--- src/rtl/prio_intc_pkg.sv ---
// Shared constants of the nested priority interrupt controller.
// Assumes 32-bit data and a 4 KB register page per address bits [ADDR_W-1:12].
package prio_intc_pkg;
    localparam int PAGE_SPUR = 'h01;
    localparam int PAGE_CFG  = 'h10;
    localparam int PAGE_CPU0 = 'h20;
    localparam int OFF_ACK   = 'h0A0;
    localparam int OFF_EOI   = 'h0B0;
    localparam int FLD_VEC   = 0;
    localparam int FLD_PRIO  = 16;
    localparam int FLD_DEST  = 24;
    localparam int FLD_MASK  = 31;

    // Width of an index over n items, never below one bit.
    function automatic int idx_w(input int n);
        return (n > 1) ? $clog2(n) : 1;
    endfunction
endpackage

--- src/rtl/prio_intc_src_cfg.sv ---
// Per-source configuration storage: vector, priority, destination, mask.
// Assumes the decode upstream asserts wr_en only for an in-range wr_idx.
module prio_intc_src_cfg #(
    parameter int NUM_SRC = 8,
    parameter int SRC_W   = 3,
    parameter int PRIO_W  = 4,
    parameter int VEC_W   = 8,
    parameter int CPU_W   = 1
) (
    input  logic                            clk,
    input  logic                            rst_n,
    input  logic                            wr_en,
    input  logic [SRC_W-1:0]                wr_idx,
    input  logic [VEC_W-1:0]                wr_vec,
    input  logic [PRIO_W-1:0]               wr_prio,
    input  logic [CPU_W-1:0]                wr_dest,
    input  logic                            wr_mask,
    output logic [NUM_SRC-1:0][VEC_W-1:0]   vec_o,
    output logic [NUM_SRC-1:0][PRIO_W-1:0]  prio_o,
    output logic [NUM_SRC-1:0][CPU_W-1:0]   dest_o,
    output logic [NUM_SRC-1:0]              mask_o
);
    for (genvar s = 0; s < NUM_SRC; s++) begin : g_src
        // Hold one source's fields; reset leaves it masked at priority 0.
        always_ff @(posedge clk) begin
            if (!rst_n) begin
                vec_o[s]  <= '0;
                prio_o[s] <= '0;
                dest_o[s] <= '0;
                mask_o[s] <= 1'b1;
            end else if (wr_en && wr_idx == SRC_W'(s)) begin
                vec_o[s]  <= wr_vec;
                prio_o[s] <= wr_prio;
                dest_o[s] <= wr_dest;
                mask_o[s] <= wr_mask;
            end
        end

        p_cfg_write_r2: assert property (@(posedge clk) disable iff (!rst_n)
            (wr_en && wr_idx == SRC_W'(s)) |=> (prio_o[s] == $past(wr_prio) && mask_o[s] == $past(wr_mask)));
    end
endmodule

--- src/rtl/prio_intc_arb.sv ---
// Combinational arbiter for one processor: picks the pending source with the
// highest priority strictly above the processor's level; ties go to the
// lowest index. Assumes req already excludes masked and in-service sources.
module prio_intc_arb #(
    parameter int NUM_SRC = 8,
    parameter int SRC_W   = 3,
    parameter int PRIO_W  = 4,
    parameter int CPU_W   = 1,
    parameter int CPU_ID  = 0
) (
    input  logic [NUM_SRC-1:0]              req,
    input  logic [NUM_SRC-1:0][PRIO_W-1:0]  prio,
    input  logic [NUM_SRC-1:0][CPU_W-1:0]   dest,
    input  logic [PRIO_W-1:0]               level,
    output logic                            win_valid,
    output logic [SRC_W-1:0]                win_idx,
    output logic [PRIO_W-1:0]               win_prio
);
    // Scan sources upward and keep only a strictly better priority.
    always_comb begin
        win_valid = 1'b0;
        win_idx   = '0;
        win_prio  = level;
        for (int s = 0; s < NUM_SRC; s++) begin
            if (req[s] && dest[s] == CPU_W'(CPU_ID) && prio[s] > win_prio) begin
                win_valid = 1'b1;
                win_idx   = SRC_W'(s);
                win_prio  = prio[s];
            end
        end
    end
endmodule

--- src/rtl/prio_intc_isr.sv ---
// In-service stack of one processor, kept as a bit per source ordered by the
// sources' priorities. Derives the current level and the entry to pop.
// Assumes set_en and eoi_en are never both high (one bus access per cycle).
module prio_intc_isr #(
    parameter int NUM_SRC = 8,
    parameter int SRC_W   = 3,
    parameter int PRIO_W  = 4
) (
    input  logic                            clk,
    input  logic                            rst_n,
    input  logic                            set_en,
    input  logic [SRC_W-1:0]                set_idx,
    input  logic                            eoi_en,
    input  logic [NUM_SRC-1:0][PRIO_W-1:0]  prio,
    output logic [NUM_SRC-1:0]              isr_q,
    output logic [PRIO_W-1:0]               level
);
    logic             top_valid;
    logic [SRC_W-1:0] top_idx;

    // Find the highest-priority in-service source, lowest index on a tie.
    always_comb begin
        top_valid = 1'b0;
        top_idx   = '0;
        level     = '0;
        for (int s = 0; s < NUM_SRC; s++) begin
            if (isr_q[s] && (!top_valid || prio[s] > level)) begin
                top_valid = 1'b1;
                top_idx   = SRC_W'(s);
                level     = prio[s];
            end
        end
    end

    // Push on acknowledge, pop the top entry on end-of-interrupt.
    always_ff @(posedge clk) begin
        if (!rst_n) begin
            isr_q <= '0;
        end else if (set_en) begin
            isr_q[set_idx] <= 1'b1;
        end else if (eoi_en && top_valid) begin
            isr_q[top_idx] <= 1'b0;
        end
    end

    p_ack_marks_r5: assert property (@(posedge clk) disable iff (!rst_n)
        set_en |=> isr_q[$past(set_idx)]);

    p_eoi_pops_one_r7: assert property (@(posedge clk) disable iff (!rst_n)
        (eoi_en && !set_en && isr_q != '0) |=> ($countones(isr_q) == $countones($past(isr_q)) - 1));

    p_no_set_eoi_clash: assert property (@(posedge clk) disable iff (!rst_n)
        !(set_en && eoi_en));
endmodule

--- src/rtl/prio_intc.sv ---
// Top of the nested priority interrupt controller: register decode, source
// configuration, one arbiter and one in-service stack per processor.
// Assumes one bus access per cycle; read data is combinational and the
// side effect of an acknowledge read lands on the same clock edge.
module prio_intc
    import prio_intc_pkg::*;
#(
    parameter int NUM_SRC = 8,
    parameter int NUM_CPU = 2,
    parameter int PRIO_W  = 4,
    parameter int VEC_W   = 8,
    parameter int ADDR_W  = 20,
    parameter int DATA_W  = 32
) (
    input  logic               clk,
    input  logic               rst_n,
    input  logic               cascade_irq,
    input  logic [NUM_SRC-2:0] dev_irq,
    input  logic               bus_sel,
    input  logic               bus_wr,
    input  logic [ADDR_W-1:0]  bus_addr,
    input  logic [DATA_W-1:0]  bus_wdata,
    output logic [DATA_W-1:0]  bus_rdata,
    output logic [NUM_CPU-1:0] int_out
);
    localparam int SRC_W = idx_w(NUM_SRC);
    localparam int CPU_W = idx_w(NUM_CPU);
    localparam int PG_W  = ADDR_W - 12;

    logic [NUM_SRC-1:0]              irq_all;
    logic [PG_W-1:0]                 page;
    logic [11:0]                     off;
    logic                            rd_en, wr_en;
    logic                            cfg_hit, spur_hit;
    logic [SRC_W-1:0]                cfg_idx;
    logic [VEC_W-1:0]                spur_q;
    logic [NUM_SRC-1:0][VEC_W-1:0]   vec;
    logic [NUM_SRC-1:0][PRIO_W-1:0]  prio;
    logic [NUM_SRC-1:0][CPU_W-1:0]   dest;
    logic [NUM_SRC-1:0]              mask;
    logic [NUM_SRC-1:0]              isr_any;
    logic [NUM_SRC-1:0]              pending;
    logic [NUM_CPU-1:0]              ack_hit, eoi_hit, win_valid;
    logic [NUM_CPU-1:0][SRC_W-1:0]   win_idx;
    logic [NUM_CPU-1:0][PRIO_W-1:0]  win_prio, level;
    logic [NUM_CPU-1:0][NUM_SRC-1:0] isr_q;
    logic                            unused_wdata;

    assign irq_all      = {dev_irq, cascade_irq};
    assign page         = bus_addr[ADDR_W-1:12];
    assign off          = bus_addr[11:0];
    assign rd_en        = bus_sel && !bus_wr;
    assign wr_en        = bus_sel && bus_wr;
    assign cfg_hit      = page == PG_W'(PAGE_CFG) && off[3:0] == 4'h0 && int'(off[11:4]) < NUM_SRC;
    assign cfg_idx      = off[4 +: SRC_W];
    assign spur_hit     = page == PG_W'(PAGE_SPUR) && off == 12'h000;
    assign unused_wdata = ^bus_wdata;

    prio_intc_src_cfg #(
        .NUM_SRC(NUM_SRC), .SRC_W(SRC_W), .PRIO_W(PRIO_W), .VEC_W(VEC_W), .CPU_W(CPU_W)
    ) u_cfg (
        .clk     (clk),
        .rst_n   (rst_n),
        .wr_en   (wr_en && cfg_hit),
        .wr_idx  (cfg_idx),
        .wr_vec  (bus_wdata[FLD_VEC +: VEC_W]),
        .wr_prio (bus_wdata[FLD_PRIO +: PRIO_W]),
        .wr_dest (bus_wdata[FLD_DEST +: CPU_W]),
        .wr_mask (bus_wdata[FLD_MASK]),
        .vec_o   (vec),
        .prio_o  (prio),
        .dest_o  (dest),
        .mask_o  (mask)
    );

    // Hold the vector returned by an acknowledge that finds nothing eligible.
    always_ff @(posedge clk) begin
        if (!rst_n) begin
            spur_q <= '1;
        end else if (wr_en && spur_hit) begin
            spur_q <= bus_wdata[VEC_W-1:0];
        end
    end

    // A source in service on any processor is out of every arbitration.
    always_comb begin
        isr_any = '0;
        for (int c = 0; c < NUM_CPU; c++) begin
            isr_any = isr_any | isr_q[c];
        end
    end

    assign pending = irq_all & ~mask & ~isr_any;

    for (genvar c = 0; c < NUM_CPU; c++) begin : g_cpu
        assign ack_hit[c] = rd_en && page == PG_W'(PAGE_CPU0 + c) && off == 12'(OFF_ACK);
        assign eoi_hit[c] = wr_en && page == PG_W'(PAGE_CPU0 + c) && off == 12'(OFF_EOI);

        prio_intc_arb #(
            .NUM_SRC(NUM_SRC), .SRC_W(SRC_W), .PRIO_W(PRIO_W), .CPU_W(CPU_W), .CPU_ID(c)
        ) u_arb (
            .req       (pending),
            .prio      (prio),
            .dest      (dest),
            .level     (level[c]),
            .win_valid (win_valid[c]),
            .win_idx   (win_idx[c]),
            .win_prio  (win_prio[c])
        );

        prio_intc_isr #(
            .NUM_SRC(NUM_SRC), .SRC_W(SRC_W), .PRIO_W(PRIO_W)
        ) u_isr (
            .clk     (clk),
            .rst_n   (rst_n),
            .set_en  (ack_hit[c] && win_valid[c]),
            .set_idx (win_idx[c]),
            .eoi_en  (eoi_hit[c]),
            .prio    (prio),
            .isr_q   (isr_q[c]),
            .level   (level[c])
        );

        p_int_above_level_r6: assert property (@(posedge clk) disable iff (!rst_n)
            int_out[c] |-> (win_prio[c] > level[c]));

        p_int_nonzero_prio_r3: assert property (@(posedge clk) disable iff (!rst_n)
            int_out[c] |-> (prio[win_idx[c]] != '0));

        p_ack_not_twice_r5: assert property (@(posedge clk) disable iff (!rst_n)
            (ack_hit[c] && win_valid[c]) |-> !isr_any[win_idx[c]]);

        p_spur_keeps_isr_r8: assert property (@(posedge clk) disable iff (!rst_n)
            (ack_hit[c] && !win_valid[c]) |=> (isr_q[c] == $past(isr_q[c])));

        p_masked_no_win_r9: assert property (@(posedge clk) disable iff (!rst_n)
            win_valid[c] |-> !mask[win_idx[c]]);
    end

    assign int_out = win_valid;

    // Return the addressed register; an acknowledge gives the winner's vector.
    always_comb begin
        bus_rdata = '0;
        if (rd_en) begin
            if (cfg_hit) begin
                bus_rdata[FLD_VEC +: VEC_W]   = vec[cfg_idx];
                bus_rdata[FLD_PRIO +: PRIO_W] = prio[cfg_idx];
                bus_rdata[FLD_DEST +: CPU_W]  = dest[cfg_idx];
                bus_rdata[FLD_MASK]           = mask[cfg_idx];
            end else if (spur_hit) begin
                bus_rdata[VEC_W-1:0] = spur_q;
            end else begin
                for (int c = 0; c < NUM_CPU; c++) begin
                    if (ack_hit[c]) begin
                        bus_rdata[VEC_W-1:0] = win_valid[c] ? vec[win_idx[c]] : spur_q;
                    end
                end
            end
        end
    end

    p_one_ack_target_r12: assert property (@(posedge clk) disable iff (!rst_n)
        $onehot0(ack_hit | eoi_hit));
endmodule

--- config.mk ---
export PLATFORM = sky130hd
export DESIGN_NAME = prio_intc
export DESIGN_NICKNAME = d
export VERILOG_FILES = /design/src/rtl/prio_intc_pkg.sv /design/src/rtl/prio_intc_src_cfg.sv /design/src/rtl/prio_intc_arb.sv /design/src/rtl/prio_intc_isr.sv /design/src/rtl/prio_intc.sv
export SDC_FILE = /design/constraint.sdc
export NUM_CORES = 1
export LEC_CHECK = 0
export CAP_MARGIN = 20
export CORE_ASPECT_RATIO = 1.2
export CORE_UTILIZATION = 47
export DETAILED_ROUTE_END_ITERATION = 12
export PLACE_DENSITY = 0.69
export REMOVE_ABC_BUFFERS = 1
export SETUP_SLACK_MARGIN = 0.05
export SLEW_MARGIN = 20
export SYNTH_ARGS = -nofsm -noshare
export SYNTH_HDL_FRONTEND = slang
export SYNTH_SLANG_ARGS = --single-unit
export TNS_END_PERCENT = 50
--- constraint.sdc ---
create_clock -name clk -period 65.7 [get_ports clk]
set_input_delay 16.425 -clock clk [delete_from_list [all_inputs] [get_ports clk]]
set_output_delay 16.425 -clock clk [all_outputs]
set_load 0.03 [all_outputs]
==> impl_metrics.csv, run 1 <==
group,metric,value,unit
floorplanning,num_rows,65,
min_path,min_path_cells,2,
pwr,powerDensity,13.4,nW/µm²
sta,fin_hold_ws,0.474,ns
floorplanning,initial_utilization,48.4,%
global_route,grt_first_pass_wirelength,66.0,mm
cts,cts_tree,"yes",
global_route,grt_max_degree,97,
placement,hpwl,31.9,mm
sta,rsz0062_at_grt,"no",
route,vias,12300,
cts,h-tree-depth,4,
final_layout,syn_to_final_growth,10.6,%
synthesis,avgSynthCellArea,8.24,µm²
route,drtIter0Drc,1081,
route,wl_met2,20.2,mm
critical_path,cpPeakStageDelay,0.79,ns
critical_path,start_kind,"input pin",
placement,gp_congestion,0.976,
global_route,grt_pass1_vias,11600,
route,firstDrtPassIters,6,
sta,slew_violations,0,
critical_path,ff2ff_path_depth,123,
synthesis,ys_seq_area_share,21.2,%
route,route.met3.wl,3.18,mm
synthesis,syn_inst,1560,
cts,clkTransAtPathRegs,0.06,ns
critical_path,crit_path_max_fanout,14,
cts,ctsHoldBuffers,0,
critical_path,cp_num_cells,75,
critical_path,reg2reg_setup_slack,38.45,ns
synthesis,yosysTopAreaCell,"dfxtp_1",
cts,clkLatencyLatePin,0.43,ns
pwr,p_leak,0.00546,µW
min_path,hold_path_class,"flop to flop",
sta,report.final.hold_viol_count,0,
outcome,status,"finished, final reports clean",
floorplanning,io_pins,98,
placement,dp.cells,1887,
critical_path,crit_type,"input pin to output pin",
sta,fin_skew,0.00789,ns
floorplanning,die-area,28000,µm²
critical_path,critPathTopFamily,"simple AND/OR/NAND/NOR gates",
synthesis,synth_top_area_share,21.2,%
route,highest_layer,"met4",
cts,clk_path_buf_depth,2,
sta,finalSetupTns,0,ns
critical_path,crit_slowest_cell,"o21ai_0",
synthesis,synth-edff-count,0,
route,postRouteAntennaNets,0,
synthesis,synthFlopType,"dfxtp_1",
synthesis,ys_seq_elements,136,
route,vias_per_cell,6.39,
cts,clockRootBuffer,"clkbuf_16",
route,wire_per_inst,22.5,µm
sta,fmax,0.0196,GHz
synthesis,synth_area_leaders,"dfxtp_1, ha_1, mux2i_1, nand2_1, mux2_2",
sta,post-route-period-util,77.7,%
final_layout,finalNonFillerCells,1918,
route,drc,0,
critical_path,cp_num_buf_inv,9,
floorplanning,die_height,183,µm
cts,cts_resized,0,
synthesis,synth-async-reset-ratio,0,%
route,wl_met1,16.9,mm
final_layout,antenna_cells,0,
critical_path,end_kind,"output pin",
critical_path,regToRegStartpoint,"u_cfg.prio_o[2]",
critical_path,arrival,34.62,ns
synthesis,syn_area,12900,µm²
pwr,peakVddDrop,20.7,µV
synthesis,ys_types,87,
synthesis,yosysWarnings,0,
critical_path,r2r-end,"g_cpu[0].u_isr.isr_q[1]",
sta,period_needed,51.04,ns
cts,post_cts_buffers,0,
sta,setup_viol,0,
floorplanning,core,26600,µm²
global_route,antenna_found_initial,0,
cts,cts_buffers,17,
flow_run,cap_violations,0,
final_layout,nets,1747,
critical_path,crit_start,"cascade_irq",
route,totalWireLength,43.2,mm
global_route,track_usage,30.7,%
placement,numPortBuffers,61,
final_layout,drive_gt1_share,11.5,%
sta,relSlewSlack,23.1,%
cts,clock-sinks,136,
critical_path,endpoint,"bus_rdata[3]",
floorplanning,die_x,153,µm
critical_path,cp.required,49.28,ns
global_route,grt_overflow,0,
sta,worst_pin_slew,1.15,ns
-- metal layers --
layer  GRT usage (%)  up-vias
li1                -     5657
met3            3.85      169
met1            36.4     5816
met2            52.1      620
met4            21.1        0
met5               0        -
-- synth_stat cells, types with 6 or more instances --
library cell  number
or2_2              7
and2_1            11
inv_1             83
clkbuf_1          77
mux2_2            58
nand3_1           24
nand4b_1           6
o211ai_1          12
ha_1             112
nand2_1          226
buf_4             21
a21boi_1           6
nand4_1           21
a2111oi_0          7
nand2b_1          27
dfxtp_1          136
a211o_1            7
o21ai_0           53
a211oi_1          12
a21boi_0          70
or3_1             14
buf_1              6
nor4_1             6
o22ai_1           13
and3_1            11
a21o_1            10
nor4b_1            7
nor2b_1           73
o21a_1            21
o21ai_1            6
a21oi_1           49
nor2_1            65
a41oi_1            7
nor3_1            22
o221ai_1           6
a31oi_1           13
mux4_2            28
mux2i_1          127
-- logic make-up (layout without fill, tap and decap cells) --
logic type | count (synthesis) | after routing | synth area share, %
AO/OA/AOI/OAI | 361 | 361 | 20.3
XOR/XNOR | 2 | 2 | 0.136
adder cells (fa/ha/maj) | 113 | 113 | 11.0
buffers and inverters | 195 | 201 | 6.61
flip-flops | 136 | 136 | 21.2
multiplexers | 214 | 214 | 20.0
other | 1 | 18 | 0.0292
AND/OR/NAND/NOR | 538 | 538 | 20.7
-- layout by cell type, fill, tap and decap left out, types with 48 or more instances in the layout --
cell type        count
a21boi_0            70
a21oi_1             48
clkdlybuf4s50_1     58
dfxtp_1            136
ha_1               112
inv_1               83
mux2_2              58
mux2i_1            127
nand2_1            226
nor2_1              64
nor2b_1             73
o21ai_0             53
-- tightest hold or removal path, delay by kind of cell, from the launching register on --
kind | cells | cell delay (ns)
flip-flops | 1 | 0.32
multiplexers | 1 | 0.07
AND/OR/NAND/NOR | 1 | 0.06
-- cell type report --
class / instances / area, µm²
clock buffers: 24 / 502
clock inverters: 7 / 91.3
fillers: 2435 / 12400
inverters: 85 / 319
multi-input cells: 1246 / 9390
flip-flops and latches: 136 / 2720
well taps: 335 / 419
repair buffers: 85 / 778
-- registers in the layout (all words and copies together) (netlist names) --
signal	flops
g_cpu.u_isr.isr_q	16
spur_q	8
u_cfg.dest_o	8
u_cfg.mask_o	8
u_cfg.prio_o	32
u_cfg.vec_o	64
-- worst min path at each step --
| stage | start | to | slack, ns |
|---|---|---|---|
| floorplan | spur_q[2] | spur_q[2] | 0.43 |
| detailed placement | spur_q[2] | spur_q[2] | 0.45 |
| CTS | spur_q[2] | spur_q[2] | 0.47 |
| global placement | spur_q[4] | spur_q[4] | 0.45 |
| global route | spur_q[4] | spur_q[4] | 0.49 |
| finish | spur_q[4] | spur_q[4] | 0.47 |
-- metrics by stage --
step,cell area (µm²),power (µW),util [%],worst slack (ns)
after floorplan,12400,88.1,-,19.01
after global placement,13600,95.1,51.2,15.31
after detailed placement,13600,95.1,51.2,15.05
after CTS,14200,191,53.5,15.02
after global routing,14200,195,53.5,13.77
final,14200,190,53.5,14.66
-- power breakdown --
part	switching (µW)	internal (µW)	leakage (µW)	total, µW
Sequential	0.0000404	82.5	0.00110	82.5
Combinational	6.46	4.56	0.00407	11.0
Clock	36.1	60.6	0.000292	96.7
Note: power is estimated with default switching activity, not from simulation.
==> run 2: changes to the inputs <==
--- a/config.mk
+++ b/config.mk
@@ -9,7 +9,7 @@
 export CORE_ASPECT_RATIO = 1.2
 export CORE_UTILIZATION = 47
 export DETAILED_ROUTE_END_ITERATION = 12
-export PLACE_DENSITY = 0.69
+export PLACE_DENSITY = 0.72
 export REMOVE_ABC_BUFFERS = 1
 export SETUP_SLACK_MARGIN = 0.05
 export SLEW_MARGIN = 20
==> constraint.sdc (replaced) <==
create_clock -name clk -period 45.7 [get_ports clk]
set_input_delay 11.425 -clock clk [delete_from_list [all_inputs] [get_ports clk]]
set_output_delay 11.425 -clock clk [all_outputs]
set_load 0.03 [all_outputs]
==> run 2 against run 1 <==
Effect of this change:
- cell count hardly changed
- clock power is 42% higher
- worst setup slack worse by 9.6 ns
- sequential power is 44% higher
- register-to-register slack worse by 20 ns
- non-clock buffer count is 1 higher
- critical path type unchanged
- highest routed layer unchanged
==> impl_metrics.csv, run 2 (same netlist as run 1, synthesis figures left out) <==
group,metric,value,unit
sta,post-route-period-util,89.0,%
sta,finalSetupTns,0,ns
route,drtIter0Drc,1270,
min_path,min_path_cells,2,
placement,gp_congestion,0.961,
route,drc,0,
sta,relSlewSlack,16.6,%
critical_path,critPathTopFamily,"compound AO/OA/AOI/OAI gates",
final_layout,largest_reg_flops,64,
critical_path,start_kind,"input pin",
final_layout,drive_gt1_share,11.4,%
final_layout,nets,1748,
cts,clkTransAtPathRegs,0.05,ns
final_layout,layout_commonest_cell,"nand2_1",
route,highest_layer,"met4",
critical_path,crit_slowest_cell,"o21ai_0",
route,wl_met2,20.0,mm
final_layout,syn_to_final_growth,10.7,%
flow_run,cap_violations,0,
cts,clkLatencyLatePin,0.42,ns
floorplanning,die-area,28000,µm²
critical_path,arrival,29.26,ns
global_route,grt_max_degree,87,
cts,cts_buffers,17,
pwr,p_leak,0.00546,µW
route,route.met3.wl,3.45,mm
cts,clk_path_buf_depth,2,
global_route,antenna_found_initial,0,
min_path,min_to,"spur_q[0]",
placement,dpl-instance-area,13600,µm²
min_path,min_from,"spur_q[0]",
route,wl_met1,16.8,mm
sta,setup_viol,0,
sta,report.final.hold_viol_count,0,
min_path,hold_path_class,"flop to flop",
critical_path,regToRegStartpoint,"u_cfg.prio_o[2]",
cts,post_cts_buffers,0,
route,vias_per_cell,6.45,
final_layout,final_cell_mix,"nand2_1, dfxtp_1, mux2i_1",
cts,clock-sinks,136,
floorplanning,num_rows,65,
placement,hpwl,31.9,mm
sta,fin_hold_ws,0.478,ns
global_route,grt_first_pass_wirelength,66.9,mm
global_route,track_usage,31.0,%
sta,slew_violations,0,
critical_path,cpPeakStageDelay,0.91,ns
critical_path,r2r-end,"g_cpu[0].u_isr.isr_q[1]",
sta,rsz0062_at_grt,"no",
cts,ctsHoldBuffers,0,
floorplanning,initial_utilization,48.4,%
critical_path,crit_path_max_fanout,14,
critical_path,ff2ff_path_depth,122,
final_layout,seq_area,2720,µm²
cts,cts_tree,"yes",
pwr,powerDensity,19.1,nW/µm²
global_route,grt_pass1_vias,12000,
pwr,peakVddDrop,19.4,µV
floorplanning,io_pins,98,
sta,period_needed,40.68,ns
route,postRouteAntennaNets,0,
critical_path,cp.required,34.27,ns
final_layout,largestRegisters,"u_cfg.vec_o: 64 flops, u_cfg.prio_o: 32 flops, g_cpu.u_isr.isr_q: 16 flops",
floorplanning,die_height,183,µm
final_layout,fillers,2457,
final_layout,antenna_cells,0,
floorplanning,core,26600,µm²
final_layout,regMostFlops,"u_cfg.vec_o",
global_route,grt_overflow,0,
route,firstDrtPassIters,6,
critical_path,crit_start,"cascade_irq",
critical_path,end_kind,"output pin",
critical_path,reg2reg_setup_slack,18.59,ns
sta,fin_skew,0.00709,ns
cts,h-tree-depth,4,
final_layout,multiInputGateArea,9400,µm²
route,vias,12400,
route,totalWireLength,43.3,mm
critical_path,crit_type,"input pin to output pin",
floorplanning,die_x,153,µm
placement,numPortBuffers,61,
cts,clockRootBuffer,"clkbuf_16",
critical_path,cp_num_buf_inv,10,
sta,worst_pin_slew,1.25,ns
outcome,status,"finished, final reports clean",
sta,fmax,0.0246,GHz
final_layout,final_cell_area,14200,µm²
route,wire_per_inst,22.6,µm
final_layout,post-route-util,53.5,%
cts,cts_resized,0,
-- run 2: worst max-delay path by stage --
stage,to,cells past startpoint
global placement,bus_rdata[3],76
detailed placement,bus_rdata[3],76
global route,bus_rdata[3],126
CTS,bus_rdata[3],76
floorplan,bus_rdata[7],63
finish,bus_rdata[3],76
-- run 2: report_power, final --
| part | internal, µW | total, µW | switching [µW] |
|---|---|---|---|
| Combinational | 6.55 | 15.9 | 9.39 |
| Clock | 88.2 | 137 | 49.2 |
| Sequential | 119 | 119 | 0.0000570 |
-- run 2: layout make-up --
cell class                 count  area share [%]
multi-input combinational   1246            66.0
sequential                   136            19.1
timing repair buffer          86            5.60
clock buffer                  27            3.67
tap                          335            2.94
inverter                      85            2.24
clock inverter                 2           0.422
-- run 2: worst register-to-register path, delay by kind of cell, from the launching register on --
kind            cells  cell delay [ns]
simple gates       31             6.08
buf+inv            13             1.24
mux                13             4.36
fa+ha+maj          16             4.51
flops               1             0.72
compound gates     49            10.05
-- run 2: metrics by stage --
stage	worst slack [ns]	cells	power, µW
detailed placement	5.43	1887	137
global route	3.76	1917	278
floorplan	9.01	1467	127
global placement	5.71	1886	137
CTS	5.36	1916	273
finish	5.02	1917	272
-- run 2: routing by layer --
layer / vias up / track usage [%]
met5: - / 0
met2: 674 / 52.1
met1: 5828 / 36.6
li1: 5678 / -
met3: 193 / 4.11
met4: 0 / 22.0
==> run 3: changes to the inputs <==
--- a/config.mk
+++ b/config.mk
@@ -7,9 +7,10 @@
 export LEC_CHECK = 0
 export CAP_MARGIN = 20
 export CORE_ASPECT_RATIO = 1.2
-export CORE_UTILIZATION = 47
+export CORE_MARGIN = 2
+export CORE_UTILIZATION = 55
 export DETAILED_ROUTE_END_ITERATION = 12
-export PLACE_DENSITY = 0.72
+export PLACE_DENSITY = 0.82
 export REMOVE_ABC_BUFFERS = 1
 export SETUP_SLACK_MARGIN = 0.05
 export SLEW_MARGIN = 20
==> run 3 against run 2 <==
Effect of this change:
- critical path depth is the same
- global-route usage rose by 3.9 points
- count of clock-buffer cells in the layout is 9 lower
- register-to-register slack lost 0.09 ns
- worst setup slack improved by 0.087 ns
- utilization grew 8.3 points
- die area shrank 12%
- wire length is 1.8% lower
- via count increased by 1.5%
- combinational power about the same
- critical path type unchanged
- critical endpoint unchanged
- largest power group unchanged
==> impl_metrics.csv, run 3 (same netlist as run 1, synthesis figures left out) <==
group,metric,value,unit
route,drtIter0Drc,1498,
pwr,power,287,µW
min_path,hold_path_class,"flop to flop",
sta,fin_hold_ws,0.483,ns
global_route,grt_first_pass_wirelength,66.5,mm
cts,clockRootBuffer,"clkbuf_16",
pwr,power.internal,222,µW
route,wire_per_inst,22.4,µm
cts,clkLatencyLatePin,0.42,ns
critical_path,cpPeakStageDelay,0.94,ns
placement,numPortBuffers,61,
global_route,grt_pass1_vias,12300,
pwr,p_leak,0.00547,µW
global_route,grt_max_degree,137,
floorplanning,num_rows,61,
cts,ctsHoldBuffers,0,
floorplanning,die_x,144,µm
floorplanning,die_height,172,µm
final_layout,final_cell_mix,"nand2_1, dfxtp_1, mux2i_1",
final_layout,largest_reg_flops,64,
final_layout,post-route-util,61.9,%
critical_path,end_kind,"output pin",
pwr,swShare,22.5,%
sta,fmax,0.0246,GHz
global_route,grt_overflow,0,
floorplanning,io_pins,98,
placement,hpwl,30.8,mm
route,vias_per_cell,6.61,
sta,finalSetupTns,0,ns
global_route,track_usage,34.9,%
route,drc,0,
cts,clkTransAtPathRegs,0.06,ns
final_layout,regMostFlops,"u_cfg.vec_o",
cts,cts_buffers,17,
placement,gp_congestion,1.00,
final_layout,antenna_cells,0,
route,totalWireLength,42.5,mm
sta,period_needed,40.59,ns
pwr,powerDensity,20.1,nW/µm²
final_layout,syn_to_final_growth,10.9,%
critical_path,cp.required,34.27,ns
cts,cts_tree,"yes",
critical_path,start_kind,"input pin",
outcome,status,"finished, final reports clean",
pwr,seq_power_share,41.3,%
final_layout,largestRegisters,"u_cfg.vec_o: 64 flops, u_cfg.prio_o: 32 flops, g_cpu.u_isr.isr_q: 16 flops",
sta,rsz0062_at_grt,"no",
pwr,peakVddDrop,21.8,µV
cts,h-tree-depth,4,
route,postRouteAntennaNets,0,
route,firstDrtPassIters,7,
critical_path,arrival,29.17,ns
floorplanning,core,23000,µm²
final_layout,drive_gt1_share,11.7,%
sta,fin_skew,0.0103,ns
route,vias,12600,
final_layout,layout_commonest_cell,"nand2_1",
sta,report.final.hold_viol_count,0,
pwr,power_switching,64.7,µW
placement,dp_worst_setup_slack,5.78,ns
sta,relSlewSlack,18.5,%
final_layout,nets,1746,
cts,post_cts_buffers,0,
sta,setup_viol,0,
cts,clk_path_buf_depth,2,
floorplanning,initial_utilization,55.8,%
global_route,antenna_found_initial,0,
sta,setup_ws,5.11,ns
floorplanning,die-area,24600,µm²
sta,worst_pin_slew,1.22,ns
flow_run,cap_violations,0,
sta,slew_violations,0,
critical_path,crit_slowest_cell,"o21ai_0",
critical_path,crit_path_max_fanout,14,
pwr,combPwrFrac,5.5,%
cts,cts_resized,0,
pwr,p_clk_share,53.2,%
sta,post-route-period-util,88.8,%
cts,clock-sinks,136,
critical_path,crit_type,"input pin to output pin",
run 3: cell types whose count changed in the layout (fill, tap and decap cells not counted), moves of 2 or more:
cell,change
clkbuf_1,-3
clkinvlp_4,+3
bufinv_16,+3
inv_6,+2
buf_4,-2
clkinv_4,+3
clkbuf_8,-6
run 3: cell type report:
class                      count  area (µm²)
fill                        2020        8790
timing repair buffer          84         778
multi-input combinational   1246        9400
sequential                   136        2720
clock inverter                14         221
tap                          315         394
inverter                      85         319
clock buffer                  18         429
run 3: metrics by stage:
step                area, µm²  std cells
floorplan               12400       1467
global placement        13600       1865
detailed placement      13600       1865
CTS                     14200       1897
global route            14300       1898
finish                  14300       1898
run 3: power by group through the flow:
stage                     clock network [µW]  registers (µW)  logic [µW]
after floorplan                            0             121        5.52
after global placement                     0             121        15.3
after detailed placement                   0             121        15.3
after CTS                                152             119        15.4
after global routing                     157             118        16.4
final                                    153             119        15.7
run 3: final timing paths:
check	start	end	slack [ns]	cells past startpoint
min	spur_q[6]	spur_q[6]	0.48	2
max reg2reg	u_cfg.prio_o[2]	g_cpu[1].u_isr.isr_q[1]	18.50	130
max	cascade_irq	bus_rdata[3]	5.11	76
min reg2reg	spur_q[6]	spur_q[6]	0.48	2
run 3: routing by layer:
layer | vias up | part of all wire (%) | track usage [%]
met3 | 233 | 10 | 7.15
li1 | 5658 | - | -
met5 | - | 0 | 0
met4 | 0 | 7.9 | 23.7
met1 | 5832 | 36 | 40.7
met2 | 832 | 46 | 57.3
run 3: critical path, delay by kind of cell:
kind,cells,cell delay [ns]
buf+inv,10,2.06
fa+ha+maj,8,2.37
mux,9,2.41
compound gates,28,5.68
simple gates,21,5.20
